`src/rtl/stereo_pair_matrix.sv`:
```
module stereo_pair_matrix #(
  parameter int W  = 24,
  parameter int MW = 4
) (
  input  logic         clk,
  input  logic         rst_n,
  input  logic         in_valid,
  input  logic [W-1:0] in_left,
  input  logic [W-1:0] in_right,
  input  logic [MW-1:0] mode,
  output logic         out_valid,
  output logic [W-1:0] out_left,
  output logic [W-1:0] out_right
);

  localparam logic [W-1:0] MAXV = {1'b0, {(W-1){1'b1}}};
  localparam logic [W-1:0] MINV = {1'b1, {(W-1){1'b0}}};

  function automatic logic [W-1:0] neg_sat(input logic [W-1:0] x);
    return (x == MINV) ? MAXV : W'(-x);
  endfunction

  function automatic logic [W-1:0] half(input logic signed [W:0] v);
    return W'(v >>> 1);
  endfunction

  logic signed [W:0] sum_w, dif_w;
  assign sum_w = $signed({in_left[W-1], in_left}) + $signed({in_right[W-1], in_right});
  assign dif_w = $signed({in_left[W-1], in_left}) - $signed({in_right[W-1], in_right});

  logic [W-1:0] nl, nr;
  always_comb begin
    nl = in_left;
    nr = in_right;
    case (mode)
      MW'(1): begin nl = in_right;          nr = in_left;           end
      MW'(2): begin nl = in_left;           nr = in_left;           end
      MW'(3): begin nl = in_right;          nr = in_right;          end
      MW'(4): begin nl = neg_sat(in_left);  nr = in_right;          end
      MW'(5): begin nl = in_left;           nr = neg_sat(in_right); end
      MW'(6): begin nl = half(sum_w);       nr = half(sum_w);       end
      MW'(7): begin nl = half(sum_w);       nr = half(dif_w);       end
      MW'(8): begin nl = neg_sat(in_left);  nr = neg_sat(in_right); end
      MW'(9): begin nl = neg_sat(in_right); nr = neg_sat(in_left);  end
      default: ;
    endcase
  end

  always_ff @(posedge clk) begin
    if (!rst_n) begin
      out_valid <= 1'b0;
      out_left  <= '0;
      out_right <= '0;
    end else begin
      out_valid <= in_valid;
      if (in_valid) begin
        out_left  <= nl;
        out_right <= nr;
      end
    end
  end


  valid_follow_chk: assert property (@(posedge clk) disable iff (!rst_n)
    in_valid |=> out_valid);

  idle_hold_chk: assert property (@(posedge clk) disable iff (!rst_n)
    !in_valid |=> (!out_valid && $stable(out_left) && $stable(out_right)));

  swap_chk: assert property (@(posedge clk) disable iff (!rst_n)
    (in_valid && mode == MW'(1)) |=> (out_left == $past(in_right) && out_right == $past(in_left)));

  unused_pass_chk: assert property (@(posedge clk) disable iff (!rst_n)
    (in_valid && mode >= MW'(10)) |=> (out_left == $past(in_left) && out_right == $past(in_right)));

  mono_equal_chk: assert property (@(posedge clk) disable iff (!rst_n)
    (in_valid && mode == MW'(6)) |=> (out_left == out_right));

  inv_sat_chk: assert property (@(posedge clk) disable iff (!rst_n)
    (in_valid && mode == MW'(4) && in_left == MINV) |=> (out_left == MAXV));

endmodule

```
`config.mk`:
```
export PLATFORM = sky130hd
export DESIGN_NAME = stereo_pair_matrix
export DESIGN_NICKNAME = d
export VERILOG_FILES = /design/src/rtl/stereo_pair_matrix.sv
export SDC_FILE = /design/constraint.sdc
export NUM_CORES = 1
export LEC_CHECK = 0
export ABC_AREA = 1
export BUFFER_PORTS_ARGS = -buffer_cell sky130_fd_sc_hd__buf_2
export CAP_MARGIN = 20
export CORE_AREA = 2 2 111 155
export DETAILED_ROUTE_END_ITERATION = 7
export DIE_AREA = 0 0 113 157
export PLACE_DENSITY_LB_ADDON = 0.08
export SYNTH_ARGS = -nofsm -noshare
export SYNTH_HDL_FRONTEND = slang
export SYNTH_SLANG_ARGS = --single-unit
```
`constraint.sdc`:
```
create_clock -name clk -period 2.3 [get_ports clk]
set_input_delay 0.575 -clock clk [delete_from_list [all_inputs] [get_ports clk]]
set_output_delay 0.575 -clock clk [all_outputs]
set_load 0.02 [all_outputs]
```
== Word level (Yosys, flattened, before mapping) ==
Cells that the tools add are included.

* Mux-type cells: 4
* Equality and inequality tests: 11
* Reduce and logical (&&, ||, !) cells: 5
* $add $sub $neg: 4

{| class="wikitable"
|+ Operators by type and width
! kind !! count
|-
| 24-bit one-hot mux with 5 select lines || 1
|-
| 24-bit one-hot mux with 4 select lines || 1
|-
| 24-bit equality test, second input constant || 2
|-
| 24-bit two-way mux || 2
|-
| 24-bit negator || 2
|-
| 24-bit by 24-bit adder with 25-bit output || 1
|-
| 24-bit by 24-bit subtractor with 25-bit output || 1
|-
| 4-bit by 3-bit equality test with 1-bit output, second input constant || 4
|-
| 2-bit OR reduction || 5
|-
| 4-bit by 2-bit equality test with 1-bit output, second input constant || 2
|-
| 4-bit equality test, second input constant || 2
|-
| 4-bit by 1-bit equality test with 1-bit output, second input constant || 1
|}

* Output and inout port bits: 49
* Input port bits: 55
* Register bits: 49
* Logic and storage cells: 27

== Logic depth before layout (Yosys ltp) ==
Gate-level depths: netlist (run 1).

* Depth in word-level cells: 3
* Mapped depth: 17
* Mapped depth without buffers: 16

== Least setup slack after synthesis (run 1) ==
Ideal clock, no wire load.

* Path kind: input-to-reg
* Start: input port in_left[1]
* End: register out_right[5]
* Library setup time: 0.130 ns
* Stages on the path: 14
* Buffers on the path: 0
* Arrival: 2.044 ns
* Data required time: 2.170 ns
* Path slack: 0.126 ns
* Path through: inv_1 > fa_1 > inv_1 > nand3_1 > nand3_1 > nand2_1 > nand2_1 > nand2_1 > nand3_1 > nand2_1 > nor2_1 > o211ai_2 > nand2_1 > a21oi_2

* Longest elaborated chain between the ends: 3
* Elaborated cells on any way between the ends: 6
* Classes of those cells: add/sub: 3; eq/ne: 1; mux: 2

{| class="wikitable"
|+ Ends and longest elaborated chain
! item !! RTL line !! RTL
|-
| start: declaration || 8 || <nowiki>input logic [W-1:0] in_left,</nowiki>
|-
| 24-bit negator or 24-bit equality test (tied branches) || 20 || <nowiki>return (x == MINV) ? MAXV : W'(-x);</nowiki>
|-
| 24-bit two-way mux || 20 ||
|-
| 24-bit one-hot mux with 5 select lines * || 35 || <nowiki>case (mode)</nowiki>
|-
| end signal: assignment || 58 || <nowiki>out_right <= nr;</nowiki>
|-
| end: declaration || 13 || <nowiki>output logic [W-1:0] out_right</nowiki>
|}

Every way passes the cells marked *; elsewhere a longest branch is shown, timed or not.
A chain may end at the register's enable or synchronous reset.

== Final worst setup path (run 1) ==
* Start: input port in_left[1]
* End: register out_right[19]

The elaborated chain is that of the path after synthesis.

==> results of run 1 <==
through the flow:
step | hold slack, ns | setup WS [ns] | setup TNS (ns) | power (mW) | util
after floorplan | 0.545 | 0.126 | 0 | 2.27 | -
final | 0.464 | 0.0125 | 0 | 4.57 | 0.762
after global placement | 0.450 | -0.418 | -11.33 | 3.30 | 0.704
after CTS | 0.467 | -0.0420 | -0.0629 | 4.29 | 0.720
after detailed placement | 0.456 | -0.439 | -12.98 | 3.33 | 0.704
after global routing | 0.482 | -0.234 | -0.585 | 4.80 | 0.762
cells by family after synthesis:
group | Yosys count | share of synthesized area
simple gates | 1069 | 0.519
flops | 49 | 0.111
xor+xnor | 11 | 0.0109
buf+inv | 338 | 0.155
fa+ha+maj | 50 | 0.0725
compound gates | 211 | 0.132
worst paths after layout:
kind | cells past startpoint | slack (ns) | startpoint | endpoint
max | 14 | 0.01 | in_left[1] | out_right[19]
min reg2reg | 2 | 0.46 | out_left[5] | out_left[5]
min | 2 | 0.46 | out_left[5] | out_left[5]
max reg2reg | 2 | 1.54 | out_right[5] | out_right[5]
metal layers:
layer	GRT usage	vias to the layer above	wire (um)
li1	-	6124	-
met5	0	-	0
met4	0.243	0	3020
met1	0.578	5808	15700
met3	0.0766	200	4770
met2	0.717	856	18000
sequential cells by signal, indices dropped and copies added, names as in the netlist:
register	count
out_right	24
out_left	24
out_valid	1
cell type report:
type / count / area, sq um / share of cell area
Inverter: 276 / 1040 / 0.0840
Clock buffer: 7 / 143 / 0.0115
Tap cell: 199 / 249 / 0.0201
Clock inverter: 1 / 30.0 / 0.00243
Multi-Input combinational cell: 1341 / 7160 / 0.579
Timing Repair Buffer: 396 / 2770 / 0.224
Sequential cell: 49 / 981 / 0.0793
what timing repair did:
item	4_1_cts	5_1_grt
gates resized for setup	23	159
setup endpoints to repair	13	46
pin swaps	2	41
setup buffers	0	11
critical path, delay by kind of cell:
kind | cells | cell delay [ns]
AND/OR/NAND/NOR | 7 | 0.83
buffers and inverters | 5 | 0.63
AO/OA/AOI/OAI | 1 | 0.10
adder cells (fa/ha/maj) | 1 | 0.37
power groups by stage:
stage	clock network, mW	logic [mW]	registers [mW]
floorplan	0	1.22	1.05
global placement	0	2.33	0.972
detailed placement	0	2.36	0.974
CTS	0.934	2.40	0.956
global route	0.955	2.88	0.965
finish	0.922	2.69	0.958
layout by cell type, fill, tap and decap left out, drive strengths merged:
cell type	instances
o2111ai	2
o211ai	4
nor4	1
nand2	599
inv	273
nand3	207
a21o	1
clkbuf	7
bufinv	1
o21bai	14
a31oi	2
and2	2
a21oi	104
nor2	204
o21ba	1
ha	48
o22ai	1
clkinvlp	1
nand4	44
xor2	11
dfxtp	49
or2	2
nand3b	6
fa	2
a22oi	3
buf	396
nor3	4
o21ai	78
clkinv	2
o32ai	1
==> results, run 1 <==
- The run finished with clean final reports.
- The number of standard-cell rows in the floorplan is 55.
- The total nets after synthesis is between 1500 and 2000.
- The most numerous cell in the Yosys netlist is sky130_fd_sc_hd__nand2_1.
- The fraction of power spent switching nets is 0.450.
- Summing every instance area after synthesis gives 8830 sq um.
- The gate count of the mapped netlist is 1728.
- The required time of the worst setup path is 2.54 ns.
- The count of boundary I/O pins is 104.
- Summed over all layers, the global routing overflow is 0.
- Setup repair after global routing could not meet its margin everywhere.
- The share of total power dissipated in sequential elements is 0.210.
- In this run the horizontal extent of the chip is 113 um.
- The DRC violation count after routing is 0.
- The share of total power in the clock network is 0.202.
- Hold repair after CTS inserted 0 buffers.
- For this block, the via count after detailed routing is roughly 13000.
- The initial antenna violation count came to 0.
- The number of buffers inserted by port buffering is between 100 and 150.
- The DRC violation total after the first TritonRoute iteration is 1802.
- The pin count of the biggest net entering global routing is just under 50.
- The detailed-routing iteration count for the pre-antenna-repair pass is 6.
- The tree is rooted in a sky130_fd_sc_hd__clkbuf_16.
- From bottom edge to top edge, the die measures 157 um.
- The count of endpoints failing setup in the final report is 0.
- The share of total power dissipated in combinational logic is 0.589.
- The first global-routing pass estimated 61.6 mm of wire.
- The growth of design area from synthesis to finish is 40.1%.
- The number of max-slew violations in the final report is 0.
- In this run, synthesis inferred 0 flip-flops with an integrated enable.
- The startpoint type of the worst setup path is an input port.
- The synthesized area divided by synthesized cell count is approximately 5 sq um.
- Dividing the detail-routed wire length by the instance count gives approximately 18 um.
- The number of buffers created by CTS is 5.
- In the post-synthesis netlist, the biggest area contributors are sky130_fd_sc_hd__nand2_1 (25%), sky130_fd_sc_hd__nand3_1 (11%), sky130_fd_sc_hd__dfxtp_1 (11%), sky130_fd_sc_hd__inv_1 (11%), sky130_fd_sc_hd__nor2_1 (7.8%).
- Yosys printed 0 warnings.
- The number of antenna-violating nets in the routed design is 0.
- Counting tap cells, the placed design contains a total of about 2300 instances.
- The overall track demand over capacity in global routing is 0.450.
- In this run, synthesis produced a sequential element count of 49.
- 0 antenna diodes ended up in the layout.
- The number of sinks on the clock net is 49.
- The biggest area consumer among synthesized cells is sky130_fd_sc_hd__nand2_1.
- The routed via count divided by cell count is around 5.7.
- The switching power is around 2.1 mW.
- The share of synthesized area in the top cell type comes to 0.253.
- The layout has approximately 1400 filler cells.
- In this run the power density over the cells is approximately 370 nW/um^2.
- The tightest min-delay check is of the reg -> reg type.
- The count of distinct cell types in the synthesized netlist is 44.
- Based on the critical path, the design can be clocked at up to between 400 and 500 MHz.
- The clock passes through at most 2 buffers.
- Measured against its own limit, the worst slew margin works out to 0.608.
- The post-detailed-placement cell area is approximately 11000 sq um.
- The final weighted congestion in routability-driven placement is ~1.1.
- The internal portion of the total power is approximately 2.5 mW.
- The CTS tree is built.
- The initial core utilization is 0.544.
- The critical path goes through buf_2 -> clkinvlp_4 -> buf_4 -> fa_2 -> inv_2 -> nand3_2 -> nand3_4 -> buf_4 -> nand3b_1 -> nand4_1 -> nand3_1 -> nand3_1 -> nand2_1 -> a21oi_1.
- Summed over all cells, the static leakage comes to between 6 and 7 nW.
- The most used flip-flop cell after synthesis is sky130_fd_sc_hd__dfxtp_1.
- After clock tree synthesis, the clock-pin slew on the worst setup and hold paths is ~0.080 ns.
- In this run the worst path has a maximum fanout of 5.
- STA classifies the critical path endpoint as a register.
- The die covers approximately 18000 sq um.
- The area of the core region is around 16000 sq um.
- The number of global-route vias before repair came to roughly 12000.
- The fraction of final layout cells with drive strength greater than 1 is 0.294.
- Of the synthesized area, sequential elements account for 0.111.
- The worst clock skew is 0 ns.
- The final number of hold-violating endpoints came to 0.
- The clock latency on the worst-skew pair is approximately 0.3 ns.
- By count the netlist is led by sky130_fd_sc_hd__nand2_1 (595), sky130_fd_sc_hd__inv_1 (256), sky130_fd_sc_hd__nand3_1 (197), sky130_fd_sc_hd__nor2_1 (184), sky130_fd_sc_hd__a21oi_1 (100).
- The arrival time at the worst endpoint is approximately 2.5 ns.
- Detailed placement ended at an HPWL of around 33 mm.
- In the synthesized netlist the async set-or-reset flop fraction comes to 0.
- The depth of the CTS H-tree is 2.
- After layout, the minimum clock period comes to approximately 2.3 ns.
- In the finished design, the share of the clock period the worst path needs comes to 0.995.
- The final net count is 2174.
- The count of non-filler cells in the finished layout is 2269.
- Summing all non-filler instances in the final layout gives an area of between 10000 and 15000 sq um.
- The number of max-cap violations is 0.
- The wire length reported by the detailed router is ~42 mm.
- The category of the most critical setup path is in -> reg.
- IR analysis of the VDD net gives a maximum drop of 0.339 mV.
- The slowest stage of the critical path is the sky130_fd_sc_hd__fa_2 cell.
- For this run, the slowest stage of the critical path takes between 0.3 and 0.4 ns.
- At the pin with the least slew margin, the transition time is slightly below 0.6 ns.
No activity file was read; power rests on OpenSTA's default activity.
==> run 2: changes to the inputs <==
--- a/config.mk
+++ b/config.mk
@@ -12,6 +12,7 @@
 export DETAILED_ROUTE_END_ITERATION = 7
 export DIE_AREA = 0 0 113 157
 export PLACE_DENSITY_LB_ADDON = 0.08
+export RECOVER_POWER = 25
 export SYNTH_ARGS = -nofsm -noshare
 export SYNTH_HDL_FRONTEND = slang
 export SYNTH_SLANG_ARGS = --single-unit
==> run 2 against run 1 <==
Core utilization shrank 0.15 points. Register-to-register slack is essentially flat. Global-route usage is the same. Combinational power is essentially flat. Die area is the same. Count of clock-buffer cells in the layout is the same. First-iteration DRC count shrank 0.89%. Clock skew is the same. Non-clock buffer count is the same. Design area shrank 0.19%. Wire length is essentially flat. Via count shrank 0.11%. Critical path type unchanged. Largest power group unchanged.
==> results, run 2 (same netlist as run 1, synthesis figures left out) <==
- The arrival time at the worst endpoint is approximately 2.5 ns.
- The cell total after placement is 2250.
- The number of global-route vias before repair is around 12000.
- The startpoint type of the worst setup path is an input port.
- The smallest hold slack is roughly 0.46 ns.
- The routed via count divided by cell count is 5.72.
- The number of max-slew violations in the final report is 0.
- The reg-to-reg critical path startpoint is out_right[5].
- The count of cells in the finished layout, fillers not included, comes to between 2000 and 2500.
- The most critical setup path has its startpoint at in_left[1].
- The overall overflow remaining after global route is 0.
- The detailed router placed 13000 vias in this run.
- The H-tree was split into 2 levels.
- The final net count is around 2200.
- The largest registers in the layout are out_left: 24 flops, out_right: 24 flops, out_valid: 1 flops.
- 0 antenna diodes ended up in the layout.
- The share of the clock period used by the worst path after layout is 0.993.
- The maximum VDD drop is between 0.3 and 0.4 mV.
- At the worst endpoint, the required time is between 2 and 3 ns.
- The number of max-cap violations is 0.
- The analysis attributes to cell leakage a power of between 6 and 7 nW.
- The count of boundary I/O pins is roughly 100.
- The startpoint identified for the worst hold timing path is out_left[5].
- The fraction of final layout cells with drive strength greater than 1 is 0.285.
- Setup repair after global routing could not meet its margin everywhere.
- The total non-filler cell area in the finished layout is 12300 sq um.
- The DRC violation count after routing is 0.
- The worst min-delay path category is reg -> reg.
- The category of the most critical setup path is in -> reg.
- The count of endpoints failing setup in the final report is 0.
- The flow ran to the end, and the final reports show no timing, DRC or antenna violations.
- The pin count of the biggest net entering global routing is 49.
- The HPWL reported at the end of detailed placement is 33.2 mm.
- The CTS tree is built.
- The cell count of the worst reg-to-reg path is 2.
- The timing-limited maximum frequency is between 400 and 500 MHz.
- The setup check on the worst reg-to-reg path leaves a slack of around 1.5 ns.
- The overall die height is between 150 and 200 um.
- Counting every sink on the clock net gives 49.
- The worst reg2reg path endpoint is out_right[5].
- The wire length reported by the detailed router is about 41 mm.
- The detail route stage leaves a number of antenna-violating nets equal to 0.
- The final weighted congestion in routability-driven placement is 1.14.
- The final number of hold-violating endpoints is 0.
- In the layout the commonest cells are sky130_fd_sc_hd__nand2_1 (556), sky130_fd_sc_hd__buf_4 (289), sky130_fd_sc_hd__inv_1 (237).
- The highest net fanout along the worst path is 5.
- The overall track demand over capacity in global routing is 0.450.
- The clock latency on the worst-skew pair is about 0.30 ns.
- The most common library cell in the layout ignoring fill and taps is sky130_fd_sc_hd__nand2_1.
- The detailed-routing iteration count for the pre-antenna-repair pass is 6.
- In this run the horizontal extent of the chip is about 110 um.
- The post-route minimum period is around 2.3 ns.
- The wire length of the first global-routing pass is between 60 and 70 mm.
- Port buffering added 103 buffers.
- The initial core utilization is 0.544.
- The number of buffers created by CTS is 5.
- The most critical setup path has its endpoint at out_right[19].
- Setup slack on the critical path of the routed design comes to ~0.017 ns.
- The area of the core region is 16200 sq um.
- In this run, the number of DRC markers left after iteration 0 of detailed routing was 1786.
- The worst clock skew is 0 ns.
- The die covers 17700 sq um.
- Summing all placed instances gives a cell area of between 10000 and 15000 sq um.
- The hold buffer count at CTS is 0.
- The wire length per cell after detailed routing is 18.3 um.
- The growth of design area from synthesis to finish is 39.8%.
- The buffer depth of the longest clock path is 2.
- Prior to clock tree synthesis, the placed netlist has a worst setup slack of -0.439 ns.
- Row generation in the floorplan step produced 55 rows.
- The initial antenna violation count is 0.
- STA classifies the critical path endpoint as a register.
- For the pin with the worst max-slew slack, the measured transition is 0.586 ns.
- After clock tree synthesis, the clock-pin slew on the worst setup and hold paths is approximately 0.070 ns.
- The power per unit of standard cell area is about 370 nW/um^2.
- In this run the tightest slew margin relative to its limit is 0.609.
- The buffer type at the clock tree root is sky130_fd_sc_hd__clkbuf_16.
run 2: cell count changes in the layout (fill, tap and decap cells not counted), sizes merged:
cell | previous run | this run
buf | 396 | 377
clkbuf | 7 | 26
run 2: area by class of cell:
type                            count  area (sq um)
Inverter                          276          1040
Clock inverter                      1          30.0
Timing Repair Buffer              396          2740
Sequential cell                    49           981
Tap cell                          199           249
Fill cell                        1440          3890
Clock buffer                        7           143
Multi-Input combinational cell   1341          7160
run 2: critical path, stage by stage:
cell and delay (ns):
sky130_fd_sc_hd__buf_2 0.11, sky130_fd_sc_hd__clkinvlp_4 0.15, sky130_fd_sc_hd__buf_4 0.17, sky130_fd_sc_hd__fa_2 0.37, sky130_fd_sc_hd__inv_2 0.08, sky130_fd_sc_hd__nand3_2 0.10, sky130_fd_sc_hd__nand3_4 0.11, sky130_fd_sc_hd__buf_4 0.12
sky130_fd_sc_hd__nand3b_1 0.17, sky130_fd_sc_hd__nand4_1 0.17, sky130_fd_sc_hd__nand3_1 0.12, sky130_fd_sc_hd__nand3_1 0.10, sky130_fd_sc_hd__nand2_1 0.05, sky130_fd_sc_hd__a21oi_1 0.10
run 2: power by group:
part	switching, mW	internal [mW]	leakage (nW)
combinational	1.64	1.05	6.11
clock	0.376	0.546	0.0841
sequential	0.0412	0.917	0.404
total	2.06	2.51	6.60
run 2: repair_timing:
item	CTS	global route
setup endpoints to repair	13	46
buffers inserted	0	11
pin swaps	2	41
gates resized for setup	23	159
run 2: how the worst min path moves through the flow:
stage	end	cells past startpoint	slack [ns]
6_report	out_left[5]	2	0.46
2_1_floorplan	out_left[0]	2	0.55
3_5_place_dp	out_left[23]	2	0.46
4_1_cts	out_left[23]	2	0.47
5_1_grt	out_left[14]	2	0.48
3_3_place_gp	out_right[19]	2	0.45
run 2: metrics by stage:
stage | util | total power, mW | TNS (ns)
2_1_floorplan | - | 2.27 | 0
3_3_place_gp | 0.704 | 3.30 | -11.33
3_5_place_dp | 0.704 | 3.33 | -12.98
4_1_cts | 0.720 | 4.29 | -0.0629
5_1_grt | 0.760 | 4.80 | -0.585
6_report | 0.760 | 4.56 | 0
run 2: per-layer routing:
metal  up-vias  global-route usage  routed length [um]
li1       6130                   -                   -
met1      5776               0.578               15600
met2       875               0.717               18100
met3       193              0.0766                4880
met4         0               0.243                2940
met5         -                   0                   0
==> run 3: changes to the inputs <==
==> constraint.sdc (replaced) <==
create_clock -name clk -period 2.3 [get_ports clk]
set_input_delay 0.115 -clock clk [delete_from_list [all_inputs] [get_ports clk]]
set_output_delay 0.115 -clock clk [all_outputs]
set_load 0.02 [all_outputs]
==> run 3 against run 2 <==
Sequential cell count unchanged. Critical endpoint is now out_left[17]. Count of clock-buffer cells in the layout unchanged. Largest power group unchanged. Critical path depth unchanged. Via count down 5.5%. Cell count down 6.2%.
==> results, run 3 (same netlist as run 1, synthesis figures left out) <==
- The run finished with clean final reports.
- The tree is rooted in a sky130_fd_sc_hd__clkbuf_16.
- Of the total power, the share spent switching nets is 0.462.
- The floorplan has between 50 and 60 rows.
- The most common library cell in the layout ignoring fill and taps is sky130_fd_sc_hd__nand2_1.
- Among cell families on the critical path, the largest total delay comes from simple AND/OR/NAND/NOR gates.
- The routed via count divided by cell count is 5.76.
- TritonCTS built the clock tree.
- The growth of design area from synthesis to finish is 20.0%.
- The worst min-delay path category is in -> reg.
- For this run, the slowest stage of the critical path takes 0.50 ns.
- The share of the clock period used by the worst path after layout is 0.914.
- The maximum VDD drop is 0.327 mV.
- The final number of hold-violating endpoints is 0.
- The floorplan step set the die height to around 160 um.
- The sum of met2 wire segment lengths after detailed routing is 17.3 mm.
- The number of buffers created by CTS is 5.
- Once detailed placement completed, the half-perimeter wirelength came to approximately 32 mm.
- Global routing finished with a remaining overflow of 0.
- The category of the most critical setup path is in -> reg.
- STA puts the critical path data required time at 2.54 ns.
- Summed over all nets, the switching power comes to 1.92 mW.
- The wire length reported by the detailed router is around 40 mm.
- Setup repair after global routing left no endpoint under its margin.
- The clock transition time at the flip-flop clock pins of the worst setup and hold paths is 0.08 ns.
- The detailed-routing iteration count for the pre-antenna-repair pass is 7.
- The timing-limited maximum frequency is between 400 and 500 MHz.
- Fill cells in the final layout number around 1700.
- The cell total after placement is 2119.
- The clock latency on the worst-skew pair is 0.31 ns.
- Detailed routing placed a total of just over 5 mm of wire on met3.
- The share of total power dissipated in sequential elements is 0.232.
- STA classifies the critical path startpoint as an input port.
- The wire length on met1 is approximately 15 mm.
- The worst setup margin is around 0.20 ns.
- The count of boundary I/O pins is 104.
- Across every metal layer, demand over resource in global routing totals 0.445.
- After detailed placement, the total cell area comes to approximately 10000 sq um.
- The DRC violation count after routing is 0.
- The final layout contains roughly 2000 nets.
- Among all stages on the critical path, the largest delay is contributed by sky130_fd_sc_hd__fa_1.
- The tree built by TritonCTS fans out to 49 sinks.
- The combinational power share is 0.541.
- The routed layout has 12300 vias.
- In this design, the critical path's most frequently occurring cell is sky130_fd_sc_hd__nand2_1.
- The first routing iteration left approximately 1700 violations.
- The minimum setup slack after placement is approximately 0.00018 ns.
- The die covers between 15000 and 20000 sq um.
- The final design utilization is 0.653.
- The count of endpoints failing setup in the final report is 0.
- The endpoint class of the critical path is a register.
- Internal power comes to between 2 and 2.5 mW.
- The number of buffers and inverters on the critical path is 3.
- Of the cells placed in the final design, the portion with a size suffix greater than 1 is 0.156.
- The number of antenna-violating nets in the routed design is 0.
- The number of max-slew violations in the final report is 0.
- The arrival time at the worst endpoint is 2.34 ns.
- For this configuration, the core starts out at a cell density of 0.544.
- In the final routed layout, each cell accounts on average for ~19 um.
- In this run the post-CTS setup repair buffer count came out at 0.
- The count of non-filler cells in the finished layout is between 2000 and 2500.
- The share of total power dissipated in the clock network is 0.226.
- The core region is ~16000 sq um.
- In this run the number of H-tree levels came out at 2.
- The highest layer touched by signal routing is met4.
- The number of global-route vias before repair is around 11000.
- Entering global routing, the biggest net connects just under 50 pins.
- The post-route minimum period is 2.10 ns.
- The initial antenna violation count was 2.
- Headroom to the max-slew limit came out at 0.594.
- After routing the design area is roughly 11000 sq um.
- The power per unit of standard cell area is 391 nW/um^2.
- In the final layout, the registers with the most flip-flops are out_left: 24 flops, out_right: 24 flops, out_valid: 1 flops.
- In the layout the commonest cells are sky130_fd_sc_hd__nand2_1 (594), sky130_fd_sc_hd__inv_1 (255), sky130_fd_sc_hd__nand3_1 (197).
- In this run the tool buffered the top-level ports with between 100 and 150 buffer cells.
- The total leakage power is about 6 nW.
- The actual slew at the worst max-slew pin is 0.609 ns.
- The number of max-cap violations is 0.
- The highest net fanout along the worst path is 5.
- The signal on the critical path passes through buf_2 -> clkinvlp_4 -> fa_1 -> inv_1 -> nand4_1 -> nand3_1 -> nand2_1 -> nand2_1 -> nand2_1 -> nand3_1 -> nand3_1 -> nand2_1 -> nand2_1 -> a21oi_1.
- The final weighted congestion in routability-driven placement is roughly 1.1.
- The first global-routing pass estimated a little over 60 mm of wire.
- The buffer depth of the longest clock path is 2.
- After routing, the total negative slack on setup checks comes to 0 ns.
- Between clock sinks in the finished design, the worst skew comes to 0 ns.
- Measured along the x axis, the die boundary spans around 110 um.
==> run 3: changes by cell type in the layout (fill, tap and decap cells not counted), moves of 16 or more <==
cell	change
sky130_fd_sc_hd__buf_4	-141
sky130_fd_sc_hd__nand2_1	+38
sky130_fd_sc_hd__nand2_2	-34
sky130_fd_sc_hd__nor2_1	+30
sky130_fd_sc_hd__ha_1	+25
sky130_fd_sc_hd__ha_4	-22
sky130_fd_sc_hd__inv_1	+18
sky130_fd_sc_hd__inv_2	-18
sky130_fd_sc_hd__nor2_2	-18
sky130_fd_sc_hd__nand3_1	+16
==> run 3: through the flow <==
stage          total power [mW]  hold WS (ns)
2_1_floorplan              2.27         0.213
3_3_place_gp               3.13         0.311
3_5_place_dp               3.14         0.317
4_1_cts                    4.07         0.239
5_1_grt                    4.36         0.272
6_report                   4.15         0.271
==> run 3: what timing repair did <==
| item | 4_1_cts | 5_1_grt |
|---|---|---|
| endpoints found under the hold margin | 1 | 0 |
| setup endpoints to repair | 0 | 1 |
| gates resized for setup | 0 | 2 |
| hold buffers | 1 | 0 |
==> run 3: final timing paths <==
path | from | to | slack (ns) | cells after the start
setup / recovery | in_right[1] | out_left[17] | 0.20 | 14
hold / removal | in_valid | out_valid | 0.27 | 3
setup reg to reg | out_left[16] | out_left[16] | 1.52 | 2
hold reg to reg | out_left[5] | out_left[5] | 0.47 | 2
==> run 3: layout make-up <==
class	instances	area, sq um	area share
sequential	49	981	0.0926
antenna	1	2.50	0.000236
inverter	276	1040	0.0981
timing repair buffer	255	1670	0.157
clock inverter	1	30.0	0.00283
clock buffer	7	143	0.0135
tap	199	249	0.0235
multi-input combinational	1341	6490	0.612
==> run 3: worst register-to-register path, cell delays in order, from the launching register on <==
cell	delay [ns]
sky130_fd_sc_hd__dfxtp_1	0.47
sky130_fd_sc_hd__nand2_1	0.09
sky130_fd_sc_hd__a21oi_1	0.16
==> run 3: routing by layer <==
metal / global-route usage / up-vias
li1: - / 5845
met1: 0.582 / 5435
met2: 0.697 / 851
met3: 0.0870 / 129
met4: 0.226 / 0
met5: 0 / -
==> run 3: power groups by stage <==
stage	combinational, mW	sequential (mW)	clock [mW]
after floorplan	1.22	1.05	0
after global placement	2.15	0.976	0
after detailed placement	2.16	0.976	0
after CTS	2.17	0.958	0.940
after global routing	2.44	0.967	0.955
final	2.24	0.963	0.939
